--- src/rtl/iobar_claim_pkg.sv ---
package iobar_claim_pkg;
  localparam int unsigned CFG_OFF_W   = 6;
  localparam logic [CFG_OFF_W-1:0] BAR_DW_OFF  = 6'h08;
  localparam logic [CFG_OFF_W-1:0] SVID_DW_OFF = 6'h0B;

  typedef enum logic [1:0] {
    PM_D0 = 2'b00,
    PM_D1 = 2'b01,
    PM_D2 = 2'b10,
    PM_D3 = 2'b11
  } pm_state_e;

  typedef enum logic [1:0] {
    IO_SZ_1   = 2'b00,
    IO_SZ_2   = 2'b01,
    IO_SZ_4   = 2'b10,
    IO_SZ_BAD = 2'b11
  } io_size_e;
endpackage

--- src/rtl/iobar_base_reg.sv ---
module iobar_base_reg #(
  parameter int unsigned ADDR_W    = 16,
  parameter int unsigned ALIGN_LSB = 6
) (
  input  logic                        clk,
  input  logic                        rst_n,
  input  logic                        wr_en,
  input  logic [3:0]                  be,
  input  logic [31:0]                 wdata,
  output logic [ADDR_W-1:ALIGN_LSB]   base_q,
  output logic [31:0]                 rd_word
);
  always_ff @(posedge clk or negedge rst_n) begin
    if (!rst_n) begin
      base_q <= '0;
    end else if (wr_en) begin
      for (int b = ALIGN_LSB; b < ADDR_W; b++) begin
        if (be[b/8]) base_q[b] <= wdata[b];
      end
    end
  end

  // Fixed layout: upper reserved zero, low type bits zero, space bit one.
  always_comb begin
    rd_word = '0;
    rd_word[ADDR_W-1:ALIGN_LSB] = base_q;
    rd_word[0] = 1'b1;
  end
endmodule

--- src/rtl/svid_once_reg.sv ---
module svid_once_reg #(
  parameter int unsigned ID_W = 16
) (
  input  logic                 clk,
  input  logic                 rst_n,
  input  logic                 wr_en,
  input  logic [ID_W/8-1:0]    be,
  input  logic [ID_W-1:0]      wdata,
  output logic [ID_W-1:0]      id_q,
  output logic                 locked_q
);
  localparam int unsigned NBYTES = ID_W / 8;

  always_ff @(posedge clk or negedge rst_n) begin
    if (!rst_n) begin
      id_q     <= '0;
      locked_q <= 1'b0;
    end else if (wr_en && !locked_q && (|be)) begin
      for (int i = 0; i < NBYTES; i++) begin
        if (be[i]) id_q[i*8 +: 8] <= wdata[i*8 +: 8];
      end
      locked_q <= 1'b1;
    end
  end
endmodule

--- src/rtl/io_window_decode.sv ---
module io_window_decode
  import iobar_claim_pkg::*;
#(
  parameter int unsigned ADDR_W    = 16,
  parameter int unsigned ALIGN_LSB = 6,
  parameter int unsigned WIN_LSB   = 3
) (
  input  logic                       io_valid,
  input  logic [ADDR_W-1:0]          io_addr,
  input  logic [1:0]                 io_size,
  input  logic [ADDR_W-1:ALIGN_LSB]  base,
  input  logic                       access_ok,
  output logic                       claim
);
  localparam int unsigned SUM_W     = WIN_LSB + 2;
  localparam int unsigned WIN_BYTES = 1 << WIN_LSB;

  logic [SUM_W-1:0] nbytes;
  logic [SUM_W-1:0] end_off;
  logic             size_ok;
  logic             hi_hit;
  logic             mid_zero;
  logic             fits;

  always_comb begin
    size_ok = 1'b1;
    unique case (io_size_e'(io_size))
      IO_SZ_1: nbytes = SUM_W'(1);
      IO_SZ_2: nbytes = SUM_W'(2);
      IO_SZ_4: nbytes = SUM_W'(4);
      default: begin nbytes = '0; size_ok = 1'b0; end
    endcase
  end

  assign hi_hit  = (io_addr[ADDR_W-1:ALIGN_LSB] == base);
  assign end_off = SUM_W'(io_addr[WIN_LSB-1:0]) + nbytes;
  assign fits    = (end_off <= SUM_W'(WIN_BYTES));

  generate
    if (ALIGN_LSB > WIN_LSB) begin : g_gap
      assign mid_zero = (io_addr[ALIGN_LSB-1:WIN_LSB] == '0);
    end else begin : g_nogap
      assign mid_zero = 1'b1;
    end
  endgenerate

  assign claim = io_valid && access_ok && size_ok && hi_hit && mid_zero && fits;
endmodule

--- src/rtl/iobar_claim_unit.sv ---
module iobar_claim_unit
  import iobar_claim_pkg::*;
#(
  parameter int unsigned ADDR_W    = 16,
  parameter int unsigned ALIGN_LSB = 6,
  parameter int unsigned WIN_LSB   = 3,
  parameter int unsigned ID_W      = 16
) (
  input  logic                  clk,
  input  logic                  rst_n,
  input  logic                  cfg_valid,
  input  logic                  cfg_write,
  input  logic [CFG_OFF_W-1:0]  cfg_dw_off,
  input  logic [3:0]            cfg_be,
  input  logic [31:0]           cfg_wdata,
  output logic [31:0]           cfg_rdata,
  input  logic                  io_valid,
  input  logic [ADDR_W-1:0]     io_addr,
  input  logic [1:0]            io_size,
  input  logic                  io_en,
  input  logic [1:0]            pm_state,
  input  logic                  fn_enabled,
  input  logic                  fuse_disable,
  output logic                  io_claim
);
  localparam int unsigned ID_BYTES = ID_W / 8;

  logic                       bar_wr;
  logic                       svid_wr;
  logic [ADDR_W-1:ALIGN_LSB]  base_val;
  logic [31:0]                bar_word;
  logic [ID_W-1:0]            svid_val;
  logic                       svid_locked;
  logic                       access_ok;

  assign bar_wr  = cfg_valid && cfg_write && (cfg_dw_off == BAR_DW_OFF);
  assign svid_wr = cfg_valid && cfg_write && (cfg_dw_off == SVID_DW_OFF);

  iobar_base_reg #(.ADDR_W(ADDR_W), .ALIGN_LSB(ALIGN_LSB)) u_base (
    .clk(clk), .rst_n(rst_n), .wr_en(bar_wr), .be(cfg_be),
    .wdata(cfg_wdata), .base_q(base_val), .rd_word(bar_word)
  );

  svid_once_reg #(.ID_W(ID_W)) u_svid (
    .clk(clk), .rst_n(rst_n), .wr_en(svid_wr), .be(cfg_be[ID_BYTES-1:0]),
    .wdata(cfg_wdata[ID_W-1:0]), .id_q(svid_val), .locked_q(svid_locked)
  );

  assign access_ok = io_en && (pm_state_e'(pm_state) == PM_D0) && fn_enabled && !fuse_disable;

  io_window_decode #(.ADDR_W(ADDR_W), .ALIGN_LSB(ALIGN_LSB), .WIN_LSB(WIN_LSB)) u_dec (
    .io_valid(io_valid), .io_addr(io_addr), .io_size(io_size),
    .base(base_val), .access_ok(access_ok), .claim(io_claim)
  );

  always_comb begin
    cfg_rdata = '0;
    if (cfg_dw_off == BAR_DW_OFF)       cfg_rdata = bar_word;
    else if (cfg_dw_off == SVID_DW_OFF) cfg_rdata[ID_W-1:0] = svid_val;
  end
endmodule

--- config.mk ---
export PLATFORM = sky130hd
export DESIGN_NAME = iobar_claim_unit
export DESIGN_NICKNAME = d
export VERILOG_FILES = /design/src/rtl/iobar_claim_pkg.sv /design/src/rtl/iobar_base_reg.sv /design/src/rtl/svid_once_reg.sv /design/src/rtl/io_window_decode.sv /design/src/rtl/iobar_claim_unit.sv
export SDC_FILE = /design/constraint.sdc
export NUM_CORES = 1
export LEC_CHECK = 0
export BUFFER_PORTS_ARGS = -buffer_cell sky130_fd_sc_hd__clkbuf_2
export CORE_ASPECT_RATIO = 0.5
export CORE_MARGIN = 1
export CORE_UTILIZATION = 46
export CTS_BUF_LIST = sky130_fd_sc_hd__clkbuf_8 sky130_fd_sc_hd__clkbuf_16
export DETAILED_ROUTE_END_ITERATION = 10
export GPL_ROUTABILITY_DRIVEN = 0
export PLACE_DENSITY = 0.91
export SLEW_MARGIN = 25
export SYNTH_ARGS = -nofsm -noshare
export SYNTH_HDL_FRONTEND = slang
export SYNTH_SLANG_ARGS = --single-unit
--- constraint.sdc ---
create_clock -name clk -period 4.01 [get_ports clk]
set_input_delay 0.6015 -clock clk [delete_from_list [all_inputs] [get_ports clk]]
set_output_delay 0.6015 -clock clk [all_outputs]
set_load 0.05 [all_outputs]
==> out/summary.log <==
[status] outcome completed
[floorplanning] Die Span X 85.6 um
[route] uppermost layer routed met4
[route] Post-DRT Antenna Nets 0
[clock_tree] CTS tree yes
[setup_path] endpoint type of the worst setup path output pin
[global_route] global-route wire length before repair 5.13 mm
[setup_path] slack of the worst reg-to-reg path 2600 ps
[power_and_ir_drop] leakage power 1.10 nW
[route] mean routed wirelength per cell 13.0 um
[clock_tree] clk slew on worst S/H paths 90 ps
[global_route] initial antenna violation count 0
[sta] Final Hold Vio Count 0
[yosys] cell area after synthesis 1610 sq um
[yosys] EDFF count, synth 0
[global_route] vias in the first global route 1189
[global_route] pin count of the biggest net entering global routing 28
[clock_tree] CTS Sinks 27
[clock_tree] H-tree level count 1
[job] max-cap viol count 0
[clock_tree] buffer type at the clock tree root sky130_fd_sc_hd__clkbuf_8
[sta] maximum clock rate 346 MHz
[floorplanning] row count 14
[sta] relative max-transition margin 40.5%
[power_and_ir_drop] worst voltage drop across the vdd grid 0.249 mV
[yosys] yosys synthesis warning count 0
[sta] final setup skew 1.50 ps
[setup_path] end of the worst register-to-register path u_svid.id_q[11]
[setup_path] cells on worst reg2reg path 2
[global_route] total routing resource utilization after global routing 18.3%
[yosys] commonest register cell after synthesis sky130_fd_sc_hd__dfrtp_1
[route] drc violations 0
[yosys] count of distinct cell types in the synthesized netlist 35
[floorplanning] area of the die 3750 sq um
[yosys] top-count cell post-synth sky130_fd_sc_hd__dfrtp_1
[floorplanning] Core Area 3150 sq um
[clock_tree] Max Root-Sink Buffers 2
[setup_path] arrival time worst endpoint 2290 ps
[yosys] number of synthesized register bits 27
[setup_path] type of the worst setup path input pin to output pin
[yosys] Syn Area/Cell 12.0 sq um
[setup_path] endpoint required time on the critical path 3410 ps
[sta] count of final setup violators 0
[route] number of vias in the routed layout 1208
[setup_path] Startpoint Class input pin
[sta] sum of negative setup slack 0 ps
[yosys] synthesized instance count 134
[placed_design] HPWL Detailed 2.46 mm
[route] detailed-route wire length 3.13 mm
[yosys] Commonest cells post-synth sky130_fd_sc_hd__dfrtp_1 (27), sky130_fd_sc_hd__mux2_2 (26), sky130_fd_sc_hd__buf_4 (17)
[sta] slew at the pin closest to its max-slew limit 888 ps
[sta] setup repair after global routing missed its margin false
[setup_path] Reg2Reg Launch Point u_svid.locked_q
[yosys] area fraction of the dominant cell type after synthesis 42.1%
[global_route] GR Overflow Total 0
[clock_tree] total of cells resized after clock tree synthesis 0
[clock_tree] clock latency on the worst-skew pair 270 ps
[final_layout] Antenna diodes 0
[power_and_ir_drop] Cell Pwr Density 282 nW/um^2
[route] Detailed Route Iter0 Violations 28
[sta] Max Transition Viols Final 0
[final_layout] net count reported at finish 276
[route] mean number of vias per cell 5.01
[floorplanning] Top-Level Pins 103
[worst_hold_path] worst min-delay path class input pin to async pin
[clock_tree] Num CTS Buffers 3
[yosys] proportion of synthesized chip area in sequential cells 42.1%
[final_layout] proportion of layout cells with a drive suffix above 1 51.2%
[route] iteration count of the initial detailed-routing pass 4
[floorplanning] overall die height 43.8 um
[yosys] biggest area contributors in the synthesized netlist sky130_fd_sc_hd__dfrtp_1 (42%), sky130_fd_sc_hd__mux2_2 (18%), sky130_fd_sc_hd__buf_4 (7.9%)
[setup_path] maximum fanout along the worst path 13
[yosys] cell type with the highest aggregate area in the netlist sky130_fd_sc_hd__dfrtp_1
[sta] Final Critical Period 2890 ps
[floorplanning] initial core utilization 51.0%
[route] Routed met3 length 190 um
[final_layout] synth-to-layout area growth 21.4%
[final_layout] Finished Core Util 61.9%
[clock_tree] number of buffers inserted by post-CTS setup repair 0
[sta] period utilisation layout 72.1%
[placed_design] total of buffers placed on input and output ports 68
[route] post-route met1 wirelength 1.21 mm
[route] routed length on met2 1.71 mm
[clock_tree] Hold-fix buffers, CTS 0
[yosys] FFs w/ async S/R, synth 100%
==> sequential cells by signal (all words and copies together) (netlist names) <==
signal,cells
u_base.base_q,10
u_svid.locked_q,1
u_svid.id_q,16
==> report_power, final <==
group	internal, W	switching (W)
sequential	0.000286	0.00000897
clock	0.0000687	0.0000802
combinational	0.0000412	0.0000651
total	0.000396	0.000154
==> critical path, cell delays in order <==
cell and delay [ps]:
sky130_fd_sc_hd__clkbuf_2 80, sky130_fd_sc_hd__nor4b_2 280, sky130_fd_sc_hd__nor3b_2 770, sky130_fd_sc_hd__a22o_1 270, sky130_fd_sc_hd__clkbuf_2 280
==> logic make-up (layout without fill, tap and decap cells) <==
kind of cell    Yosys count  count (layout)  synth area share, %
other cells               1              16                0.233
xor+xnor                 11              11                 6.00
fa+ha+maj                 4               4                 3.58
compound gates           15              15                 7.79
flops                    27              27                 42.1
simple gates             25              25                 11.8
buf+inv                  25              77                 10.4
mux                      26              26                 18.2
==> metrics by stage <==
| step | worst slack, ps | area (sq um) | power (W) | hold slack, ps | std cells |
|---|---|---|---|---|---|
| floorplan | 379 | 1660 | 0.000378 | 306 | 149 |
| detailed placement | 1110 | 1910 | 0.000407 | 489 | 237 |
| global placement | 1150 | 1910 | 0.000402 | 475 | 237 |
| global route | 960 | 1950 | 0.000577 | 396 | 241 |
| CTS | 1110 | 1950 | 0.000554 | 372 | 241 |
| finish | 1120 | 1950 | 0.000550 | 350 | 241 |
==> worst max path at each step <==
stage	start	end	slack, ps
3_5_place_dp	cfg_dw_off[2]	cfg_rdata[15]	1110
2_1_floorplan	io_size[1]	io_claim	380
4_1_cts	cfg_dw_off[2]	cfg_rdata[15]	1110
5_1_grt	io_size[1]	io_claim	960
3_3_place_gp	cfg_dw_off[2]	cfg_rdata[9]	1150
6_report	cfg_dw_off[2]	cfg_rdata[11]	1120
==> cell usage in the layout, fill, tap and decap left out, types with 2 or more instances in the layout <==
cell and instances:
sky130_fd_sc_hd__and2_1 5, sky130_fd_sc_hd__clkbuf_8 3, sky130_fd_sc_hd__nand2_1 2, sky130_fd_sc_hd__dfrtp_1 27
sky130_fd_sc_hd__nand4_1 2, sky130_fd_sc_hd__nor4_1 2, sky130_fd_sc_hd__clkbuf_2 68, sky130_fd_sc_hd__xor2_1 6
sky130_fd_sc_hd__ha_1 3, sky130_fd_sc_hd__inv_1 6, sky130_fd_sc_hd__xnor2_1 5, sky130_fd_sc_hd__conb_1 16
sky130_fd_sc_hd__mux2_2 26, sky130_fd_sc_hd__a22o_1 10, sky130_fd_sc_hd__nand3_1 2
==> cell type report <==
cell class	count	area [sq um]
Clock buffer	3	41.3
Fill cell	251	1200
Multi-Input combinational cell	97	821
Sequential cell	27	676
Timing Repair Buffer	68	340
Inverter	5	18.8
Tap cell	40	50.0
Clock inverter	1	3.75
==> metal layers <==
| layer | vias up | global-route usage [%] |
|---|---|---|
| met5 | - | 0 |
| met4 | 0 | 6.00 |
| met1 | 579 | 19.4 |
| met3 | 2 | 4.38 |
| met2 | 48 | 36.8 |
| li1 | 579 | - |
Power figures use the tool's default switching activity.
